## config.mk

```make
export PLATFORM = sky130hd
export DESIGN_NAME = pirq_hub
export DESIGN_NICKNAME = d
export VERILOG_FILES = /design/src/rtl/pirq_pkg.sv /design/src/rtl/pirq_sync.sv /design/src/rtl/pirq_detect.sv /design/src/rtl/pirq_slot.sv /design/src/rtl/pirq_hub.sv
export SDC_FILE = /design/constraint.sdc
export NUM_CORES = 1
export LEC_CHECK = 0
export BUFFER_PORTS_ARGS = -buffer_cell sky130_fd_sc_hd__buf_2
export CELL_PAD_IN_SITES_DETAIL_PLACEMENT = 1
export CELL_PAD_IN_SITES_GLOBAL_PLACEMENT = 1
export CORE_MARGIN = 1.5
export CORE_UTILIZATION = 40
export DETAILED_ROUTE_END_ITERATION = 12
export PLACE_DENSITY = 0.76
export SLEW_MARGIN = 20
export SYNTH_ARGS = -nofsm -noshare
export SYNTH_HDL_FRONTEND = slang
export SYNTH_SLANG_ARGS = --single-unit
```

## constraint.sdc

```tcl
create_clock -name clk -period 1.4 [get_ports clk]
set_input_delay 0.28 -clock clk [delete_from_list [all_inputs] [get_ports clk]]
set_output_delay 0.28 -clock clk [all_outputs]
set_load 0.05 [all_outputs]
```

## src/rtl/pirq_pkg.sv

```systemverilog
package pirq_pkg;

    localparam int SLOTS    = 4;
    localparam int SRC_BITS = 8;
    localparam int ADDR_W   = 16;
    localparam int DATA_W   = 8;

    localparam logic [15:0] SUMMARY_ADDR = 16'h0550;
    localparam logic [15:0] SLOT_BASE [SLOTS] = '{16'h0900, 16'h2400, 16'hC000, 16'hC100};

    typedef enum logic [3:0] {
        SEL_NONE,
        SEL_LIVE,
        SEL_MODE,
        SEL_ACT_HI,
        SEL_ACT_LO,
        SEL_ACK,
        SEL_EN_SET,
        SEL_EN_CLR,
        SEL_LATCH
    } reg_sel_e;

    function automatic reg_sel_e decode_offset(input logic [7:0] ofs);
        case (ofs)
            8'h10:   return SEL_LIVE;
            8'h11:   return SEL_MODE;
            8'h12:   return SEL_ACT_HI;
            8'h13:   return SEL_ACT_LO;
            8'h14:   return SEL_ACK;
            8'h15:   return SEL_EN_SET;
            8'h16:   return SEL_EN_CLR;
            8'h18:   return SEL_LATCH;
            default: return SEL_NONE;
        endcase
    endfunction

endpackage

```

## src/rtl/pirq_sync.sv

```systemverilog
module pirq_sync #(
    parameter int WIDTH  = 8,
    parameter int STAGES = 2
) (
    input  logic             clk,
    input  logic             rst_n,
    input  logic [WIDTH-1:0] d,
    output logic [WIDTH-1:0] q
);
    logic [STAGES-1:0][WIDTH-1:0] chain;

    always_ff @(posedge clk or negedge rst_n) begin
        if (!rst_n) begin
            chain <= '0;
        end else begin
            chain[0] <= d;
            for (int i = 1; i < STAGES; i++) begin
                chain[i] <= chain[i-1];
            end
        end
    end

    assign q = chain[STAGES-1];
endmodule

```

## src/rtl/pirq_detect.sv

```systemverilog
module pirq_detect #(
    parameter int WIDTH = 8
) (
    input  logic [WIDTH-1:0] cur,
    input  logic [WIDTH-1:0] prev,
    input  logic [WIDTH-1:0] mode_edge,
    input  logic [WIDTH-1:0] act_hi,
    input  logic [WIDTH-1:0] act_lo,
    output logic [WIDTH-1:0] hit
);
    for (genvar b = 0; b < WIDTH; b++) begin : g_bit
        logic rise, fall, lvl;
        assign rise = cur[b] & ~prev[b] & act_hi[b];
        assign fall = ~cur[b] & prev[b] & act_lo[b];
        assign lvl  = (cur[b] & act_hi[b]) | (~cur[b] & act_lo[b]);
        assign hit[b] = mode_edge[b] ? (rise | fall) : lvl;
    end
endmodule

```

## src/rtl/pirq_slot.sv

```systemverilog
module pirq_slot
    import pirq_pkg::*;
#(
    parameter int NSRC        = 8,
    parameter int SYNC_STAGES = 2
) (
    input  logic            clk,
    input  logic            rst_n,
    input  logic [NSRC-1:0] src,
    input  logic            wr_en,
    input  reg_sel_e        wr_sel,
    input  logic [NSRC-1:0] wdata,
    output logic [NSRC-1:0] live,
    output logic [NSRC-1:0] mode_edge,
    output logic [NSRC-1:0] act_hi,
    output logic [NSRC-1:0] act_lo,
    output logic [NSRC-1:0] enable,
    output logic [NSRC-1:0] latch,
    output logic            pending
);
    logic [NSRC-1:0] prev_live;
    logic [NSRC-1:0] det;
    logic [NSRC-1:0] ack_mask;
    logic [NSRC-1:0] latch_nxt;

    pirq_sync #(.WIDTH(NSRC), .STAGES(SYNC_STAGES)) u_sync (
        .clk   (clk),
        .rst_n (rst_n),
        .d     (src),
        .q     (live)
    );

    pirq_detect #(.WIDTH(NSRC)) u_det (
        .cur       (live),
        .prev      (prev_live),
        .mode_edge (mode_edge),
        .act_hi    (act_hi),
        .act_lo    (act_lo),
        .hit       (det)
    );

    assign ack_mask  = (wr_en && wr_sel == SEL_ACK) ? wdata : '0;
    assign latch_nxt = (latch & ~ack_mask) | det;

    always_ff @(posedge clk or negedge rst_n) begin
        if (!rst_n) begin
            prev_live <= '0;
            mode_edge <= '0;
            act_hi    <= '0;
            act_lo    <= '0;
            enable    <= '0;
            latch     <= '0;
        end else begin
            prev_live <= live;
            latch     <= latch_nxt;
            if (wr_en) begin
                case (wr_sel)
                    SEL_MODE:   mode_edge <= wdata;
                    SEL_ACT_HI: act_hi    <= wdata;
                    SEL_ACT_LO: act_lo    <= wdata;
                    SEL_EN_SET: enable    <= enable | wdata;
                    SEL_EN_CLR: enable    <= enable & ~wdata;
                    default:    ;
                endcase
            end
        end
    end

    assign pending = |(latch & enable);

    AST_EN_SET: assert property (@(posedge clk) disable iff (!rst_n)
        (wr_en && wr_sel == SEL_EN_SET) |=> ((enable & $past(wdata)) == $past(wdata)));
    AST_EN_CLR: assert property (@(posedge clk) disable iff (!rst_n)
        (wr_en && wr_sel == SEL_EN_CLR) |=> ((enable & $past(wdata)) == '0));
    AST_ACK_CLEARS: assert property (@(posedge clk) disable iff (!rst_n)
        (ack_mask != '0) |=> ((latch & $past(ack_mask & ~det)) == '0));
    AST_EVENT_WINS: assert property (@(posedge clk) disable iff (!rst_n)
        (det != '0) |=> ((latch & $past(det)) == $past(det)));
    AST_LATCH_STICKY: assert property (@(posedge clk) disable iff (!rst_n)
        (ack_mask == '0) |=> ((latch & $past(latch)) == $past(latch)));
    AST_NO_POL_NO_HIT: assert property (@(posedge clk) disable iff (!rst_n)
        ((det & ~(act_hi | act_lo)) == '0));
endmodule

```

## src/rtl/pirq_hub.sv

```systemverilog
module pirq_hub
    import pirq_pkg::*;
#(
    parameter int NSLOT       = SLOTS,
    parameter int NSRC        = SRC_BITS,
    parameter int SYNC_STAGES = 2,
    localparam int SRC_W      = NSLOT * NSRC
) (
    input  logic              clk,
    input  logic              rst_n,
    input  logic [SRC_W-1:0]  src_in,
    input  logic              bus_en,
    input  logic              bus_we,
    input  logic [ADDR_W-1:0] bus_addr,
    input  logic [DATA_W-1:0] bus_wdata,
    output logic [DATA_W-1:0] bus_rdata,
    output logic              irq_out
);
    logic [NSLOT-1:0] slot_hit;
    logic             sum_hit;
    reg_sel_e         sel;
    logic             mapped;
    logic [NSLOT-1:0] summary;
    logic [DATA_W-1:0] rd_val;

    logic [NSRC-1:0] live_a  [NSLOT];
    logic [NSRC-1:0] mode_a  [NSLOT];
    logic [NSRC-1:0] hi_a    [NSLOT];
    logic [NSRC-1:0] lo_a    [NSLOT];
    logic [NSRC-1:0] en_a    [NSLOT];
    logic [NSRC-1:0] lat_a   [NSLOT];

    assign sum_hit = (bus_addr == SUMMARY_ADDR);
    assign sel     = decode_offset(bus_addr[7:0]);
    assign mapped  = sum_hit || ((|slot_hit) && sel != SEL_NONE);

    for (genvar g = 0; g < NSLOT; g++) begin : g_slot
        assign slot_hit[g] = (bus_addr[15:8] == SLOT_BASE[g][15:8]);

        pirq_slot #(.NSRC(NSRC), .SYNC_STAGES(SYNC_STAGES)) u_slot (
            .clk       (clk),
            .rst_n     (rst_n),
            .src       (src_in[g*NSRC +: NSRC]),
            .wr_en     (bus_en && bus_we && slot_hit[g]),
            .wr_sel    (sel),
            .wdata     (bus_wdata[NSRC-1:0]),
            .live      (live_a[g]),
            .mode_edge (mode_a[g]),
            .act_hi    (hi_a[g]),
            .act_lo    (lo_a[g]),
            .enable    (en_a[g]),
            .latch     (lat_a[g]),
            .pending   (summary[g])
        );
    end

    always_comb begin
        rd_val = '0;
        if (sum_hit) begin
            rd_val = DATA_W'(summary);
        end
        for (int s = 0; s < NSLOT; s++) begin
            if (slot_hit[s]) begin
                case (sel)
                    SEL_LIVE:   rd_val = DATA_W'(live_a[s]);
                    SEL_MODE:   rd_val = DATA_W'(mode_a[s]);
                    SEL_ACT_HI: rd_val = DATA_W'(hi_a[s]);
                    SEL_ACT_LO: rd_val = DATA_W'(lo_a[s]);
                    SEL_EN_SET,
                    SEL_EN_CLR: rd_val = DATA_W'(en_a[s]);
                    SEL_LATCH:  rd_val = DATA_W'(lat_a[s]);
                    default:    rd_val = '0;
                endcase
            end
        end
    end

    always_ff @(posedge clk or negedge rst_n) begin
        if (!rst_n) begin
            bus_rdata <= '0;
        end else if (bus_en && !bus_we) begin
            bus_rdata <= rd_val;
        end
    end

    assign irq_out = |summary;

    AST_RDATA_HOLD: assert property (@(posedge clk) disable iff (!rst_n)
        !(bus_en && !bus_we) |=> $stable(bus_rdata));
    AST_UNMAPPED_ZERO: assert property (@(posedge clk) disable iff (!rst_n)
        (bus_en && !bus_we && !mapped) |=> (bus_rdata == '0));
    AST_ONE_SLOT: assert property (@(posedge clk) disable iff (!rst_n)
        $onehot0(slot_hit));
endmodule

```

==> insert_results.sql <==
INSERT INTO impl_metrics (metric_group, metric, value, unit) VALUES
('status', 'run_status', 'complete, but fails checks', ''),
('status', 'violations', 'negative setup slack', ''),
('worst_setup_path', 'cp-end-kind', 'output port', ''),
('worst_setup_path', 'worst-endpoint-arrival', '2.35', 'ns'),
('global_routing', 'global_route.usage.total', '0.342', ''),
('routing', 'viasPerCell', '6.27', ''),
('run', 'max_cap_violations', '0', ''),
('global_routing', 'gr-usage-met2', '0.589', ''),
('timing', 'grt_setup_unrepaired', 'true', ''),
('yosys', 'synth_flop_cell', 'sky130_fd_sc_hd__dfrtp_1', ''),
('worst_setup_path', 'worst-r2r-setup-slack', '-0.57', 'ns'),
('finish', 'share_of_post_route_cells_with_drive_strength_above_1', '0.528', ''),
('routing', 'route.detailed.wl_per_inst', '30.9', 'um'),
('worst_setup_path', 'number_of_cells_on_the_worst_reg_to_reg_path', '6', ''),
('yosys', 'synth_top_area_cell', 'sky130_fd_sc_hd__dfrtp_1', ''),
('yosys', 'syn-instance-count', '1050', ''),
('worst_setup_path', 'cp_data_required_time', '1.12', 'ns'),
('timing', 'totalNegativeSetupSlack', '-89.12', 'ns'),
('clocking', 'cts.root.buffer_cell', 'sky130_fd_sc_hd__clkbuf_16', ''),
('global_routing', 'grt-busiest-layer', 'met2', ''),
('yosys', 'synth_area_leaders', 'sky130_fd_sc_hd__dfrtp_1, sky130_fd_sc_hd__mux2_2, sky130_fd_sc_hd__o21ai_0', ''),
('floorplanning', 'dieArea', '0.0304', 'sq mm'),
('worst_setup_path', 'critical_path.startpoint_type', 'register', ''),
('clocking', 'tritoncts', 'done', ''),
('worst_setup_path', 'critPathMaxFanout', '2', ''),
('timing', 'timing.final.max_slew_violations', '0', ''),
('timing', 'worstMarginPinSlew', '0.777', 'ns'),
('clocking', 'clkSlewWorstSetupHoldPaths', '0.07', 'ns'),
('routing', 'drc', '0', ''),
('timing', 'worst_slew_margin_relative_to_its_limit', '0.482', ''),
('global_routing', 'initial_antenna_violation_count', '2', ''),
('clocking', 'insertion_delay', '0.57', 'ns'),
('yosys', 'netlist-cell-type-count', '68', ''),
('worst_hold_path', 'launch_point_of_the_worst_hold_path', 'bus_wdata[5]', ''),
('floorplanning', 'number_of_standard_cell_rows_in_the_floorplan', '62', ''),
('timing', 'finalWorstPathRequiredPeriod', '2.63', 'ns'),
('routing', 'finalWirelength', '58300', 'um'),
('timing', 'worst_clk_skew', '0.0172', 'ns'),
('power_and_ir_drop', 'cellPowerDensity', '1020', 'mW/mm^2'),
('timing', 'whs', '0.167', 'ns'),
('yosys', 'synth.top_cell.area_share', '0.562', ''),
('routing', 'antenna_violating_nets_post_route', '0', ''),
('power_and_ir_drop', 'static-leakage-power', '0.00896', 'uW'),
('routing', 'first_iter_violations', '1226', ''),
('worst_setup_path', 'crit_type', 'register to output port', ''),
('global_routing', 'grt_util_met1', '0.404', ''),
('timing', 'timing.final.ws_setup', '-1.23', 'ns'),
('finish', 'final_net_count', '1540', ''),
('timing', 'post-route-period-util', '1.88', ''),
('floorplanning', 'io-pin-count', '69', ''),
('yosys', 'number_of_enable_type_register_cells_in_the_synthesized_netlist', '0', ''),
('floorplanning', 'fp.dieW', '174', 'um'),
('floorplanning', 'die_height', '174', 'um'),
('timing', 'setup_viol', '177', ''),
('clocking', 'cts.sinks', '264', ''),
('worst_setup_path', 'reg_to_reg_startpoint', 'g_slot[0].u_slot.act_hi[4]', ''),
('place', 'dp.final_hpwl', '29900', 'um'),
('clocking', 'cts_buf_count', '29', ''),
('yosys', 'async_set_or_reset_flop_fraction_in_the_synthesized_netlist', '1.00', ''),
('clocking', 'cts_htree_levels', '1', ''),
('global_routing', 'grt_start_max_net_pins', '68', ''),
('floorplanning', 'initial_core_util', '0.408', ''),
('finish', 'final_design_area_no_fill', '0.0184', 'sq mm'),
('place', 'pre_cts_slack', '-1.33', 'ns'),
('worst_hold_path', 'hold_path.class', 'input pin to register', ''),
('yosys', 'synth_sequential_area_ratio', '0.562', ''),
('power_and_ir_drop', 'peak_vdd_ir', '1.16', 'mV'),
('global_routing', 'grt.met3_usage', '0.0575', ''),
('place', 'numPortBuffers', '68', ''),
('worst_hold_path', 'timing.hold.worst_path_depth', '4', ''),
('place', 'postPlaceCellArea', '0.0149', 'sq mm');
-- path summary, 6_finish.rpt --
check / to
setup / recovery: irq_out
hold / removal: g_slot[3].u_slot.mode_edge[5]
setup reg to reg: bus_rdata[4]
hold reg to reg: g_slot[0].u_slot.u_sync.q[0]
max in group asynchronous: g_slot[3].u_slot.mode_edge[6]
min in group asynchronous: g_slot[1].u_slot.u_sync.q[7]
-- Yosys cell counts, types with 3 or more instances --
| cell type | n |
|---|---|
| sky130_fd_sc_hd__o31ai_1 | 7 |
| sky130_fd_sc_hd__nand3_1 | 42 |
| sky130_fd_sc_hd__dfrtp_1 | 264 |
| sky130_fd_sc_hd__ha_1 | 3 |
| sky130_fd_sc_hd__a22oi_1 | 36 |
| sky130_fd_sc_hd__a222oi_1 | 9 |
| sky130_fd_sc_hd__nor2b_1 | 4 |
| sky130_fd_sc_hd__mux2i_1 | 10 |
| sky130_fd_sc_hd__mux2_2 | 113 |
| sky130_fd_sc_hd__buf_1 | 3 |
| sky130_fd_sc_hd__a21oi_1 | 20 |
| sky130_fd_sc_hd__a221o_1 | 7 |
| sky130_fd_sc_hd__nor4_1 | 4 |
| sky130_fd_sc_hd__nor3_1 | 11 |
| sky130_fd_sc_hd__nand4_1 | 7 |
| sky130_fd_sc_hd__nor2_1 | 23 |
| sky130_fd_sc_hd__clkbuf_1 | 34 |
| sky130_fd_sc_hd__mux2_1 | 5 |
| sky130_fd_sc_hd__nand2b_1 | 6 |
| sky130_fd_sc_hd__a221oi_1 | 13 |
| sky130_fd_sc_hd__nor2_4 | 8 |
| sky130_fd_sc_hd__or3_1 | 3 |
| sky130_fd_sc_hd__o211ai_1 | 3 |
| sky130_fd_sc_hd__o21ai_0 | 114 |
| sky130_fd_sc_hd__nand2_1 | 150 |
| sky130_fd_sc_hd__and2_1 | 3 |
| sky130_fd_sc_hd__a21o_1 | 34 |
| sky130_fd_sc_hd__buf_2 | 12 |
| sky130_fd_sc_hd__inv_1 | 35 |
| sky130_fd_sc_hd__a22o_1 | 17 |
| sky130_fd_sc_hd__a211oi_1 | 3 |
-- stage by stage --
step,cells,util
2_1_floorplan,1050,-
3_3_place_gp,1722,0.516
3_5_place_dp,1722,0.516
4_1_cts,1862,0.614
5_1_grt,1883,0.638
6_report,1885,0.638
-- report_power, final --
part | internal (uW) | switching (uW)
registers | 7780 | 123
clock network | 5480 | 3500
logic | 798 | 1130
total | 14100 | 4760
-- layout by cell type (no fill, tap or decap), drive strengths merged, types with 34 or more instances in the layout --
cell	Yosys	routed
nand3	43	43
buf	17	411
dfrtp	264	264
a21o	34	34
clkbuf	34	39
nand2	150	150
mux2	118	118
o21ai	114	114
inv	35	36
a22oi	36	36
-- critical path, stage by stage (launching register included) --
cell                      delay (ns)
sky130_fd_sc_hd__dfrtp_1        0.42
sky130_fd_sc_hd__a22oi_2        0.25
sky130_fd_sc_hd__nand4_1        0.17
sky130_fd_sc_hd__buf_4          0.19
sky130_fd_sc_hd__or4_4          0.56
sky130_fd_sc_hd__buf_8          0.18
-- timing repair --
item | in CTS | in global routing
pin swaps | 125 | 72
setup endpoints to repair | 177 | 177
hold buffers | 33 | 0
setup buffers | 54 | 28
resized for setup | 247 | 135
gates cloned | 4 | 1
endpoints found under the hold margin | 296 | 0
-- cell families after synthesis --
kind of cell | share of synthesized area
multiplexers | 0.122
buffers and inverters | 0.0297
flip-flops | 0.562
AO/OA/AOI/OAI | 0.160
adder cells (fa/ha/maj) | 0.00319
AND/OR/NAND/NOR | 0.124
-- final cells by class --
type                            instances  area (sq um)
Fill cell                            2918         10400
Clock buffer                           37           796
Inverter                               35           139
Tap cell                              384           480
Multi-Input combinational cell        700          6050
Clock inverter                         16           287
Sequential cell                       264          6610
Timing Repair Buffer                  447          4050
Antenna cell                            2          5.00
-- per-layer routing --
layer  routed length (um)  vias to the layer above
met4                 5280                        0
met2                27700                      747
met1                21000                     6051
met3                 4320                      341
li1                     -                     4676
met5                    0                        -
Note: power is estimated with default switching activity, not from simulation.
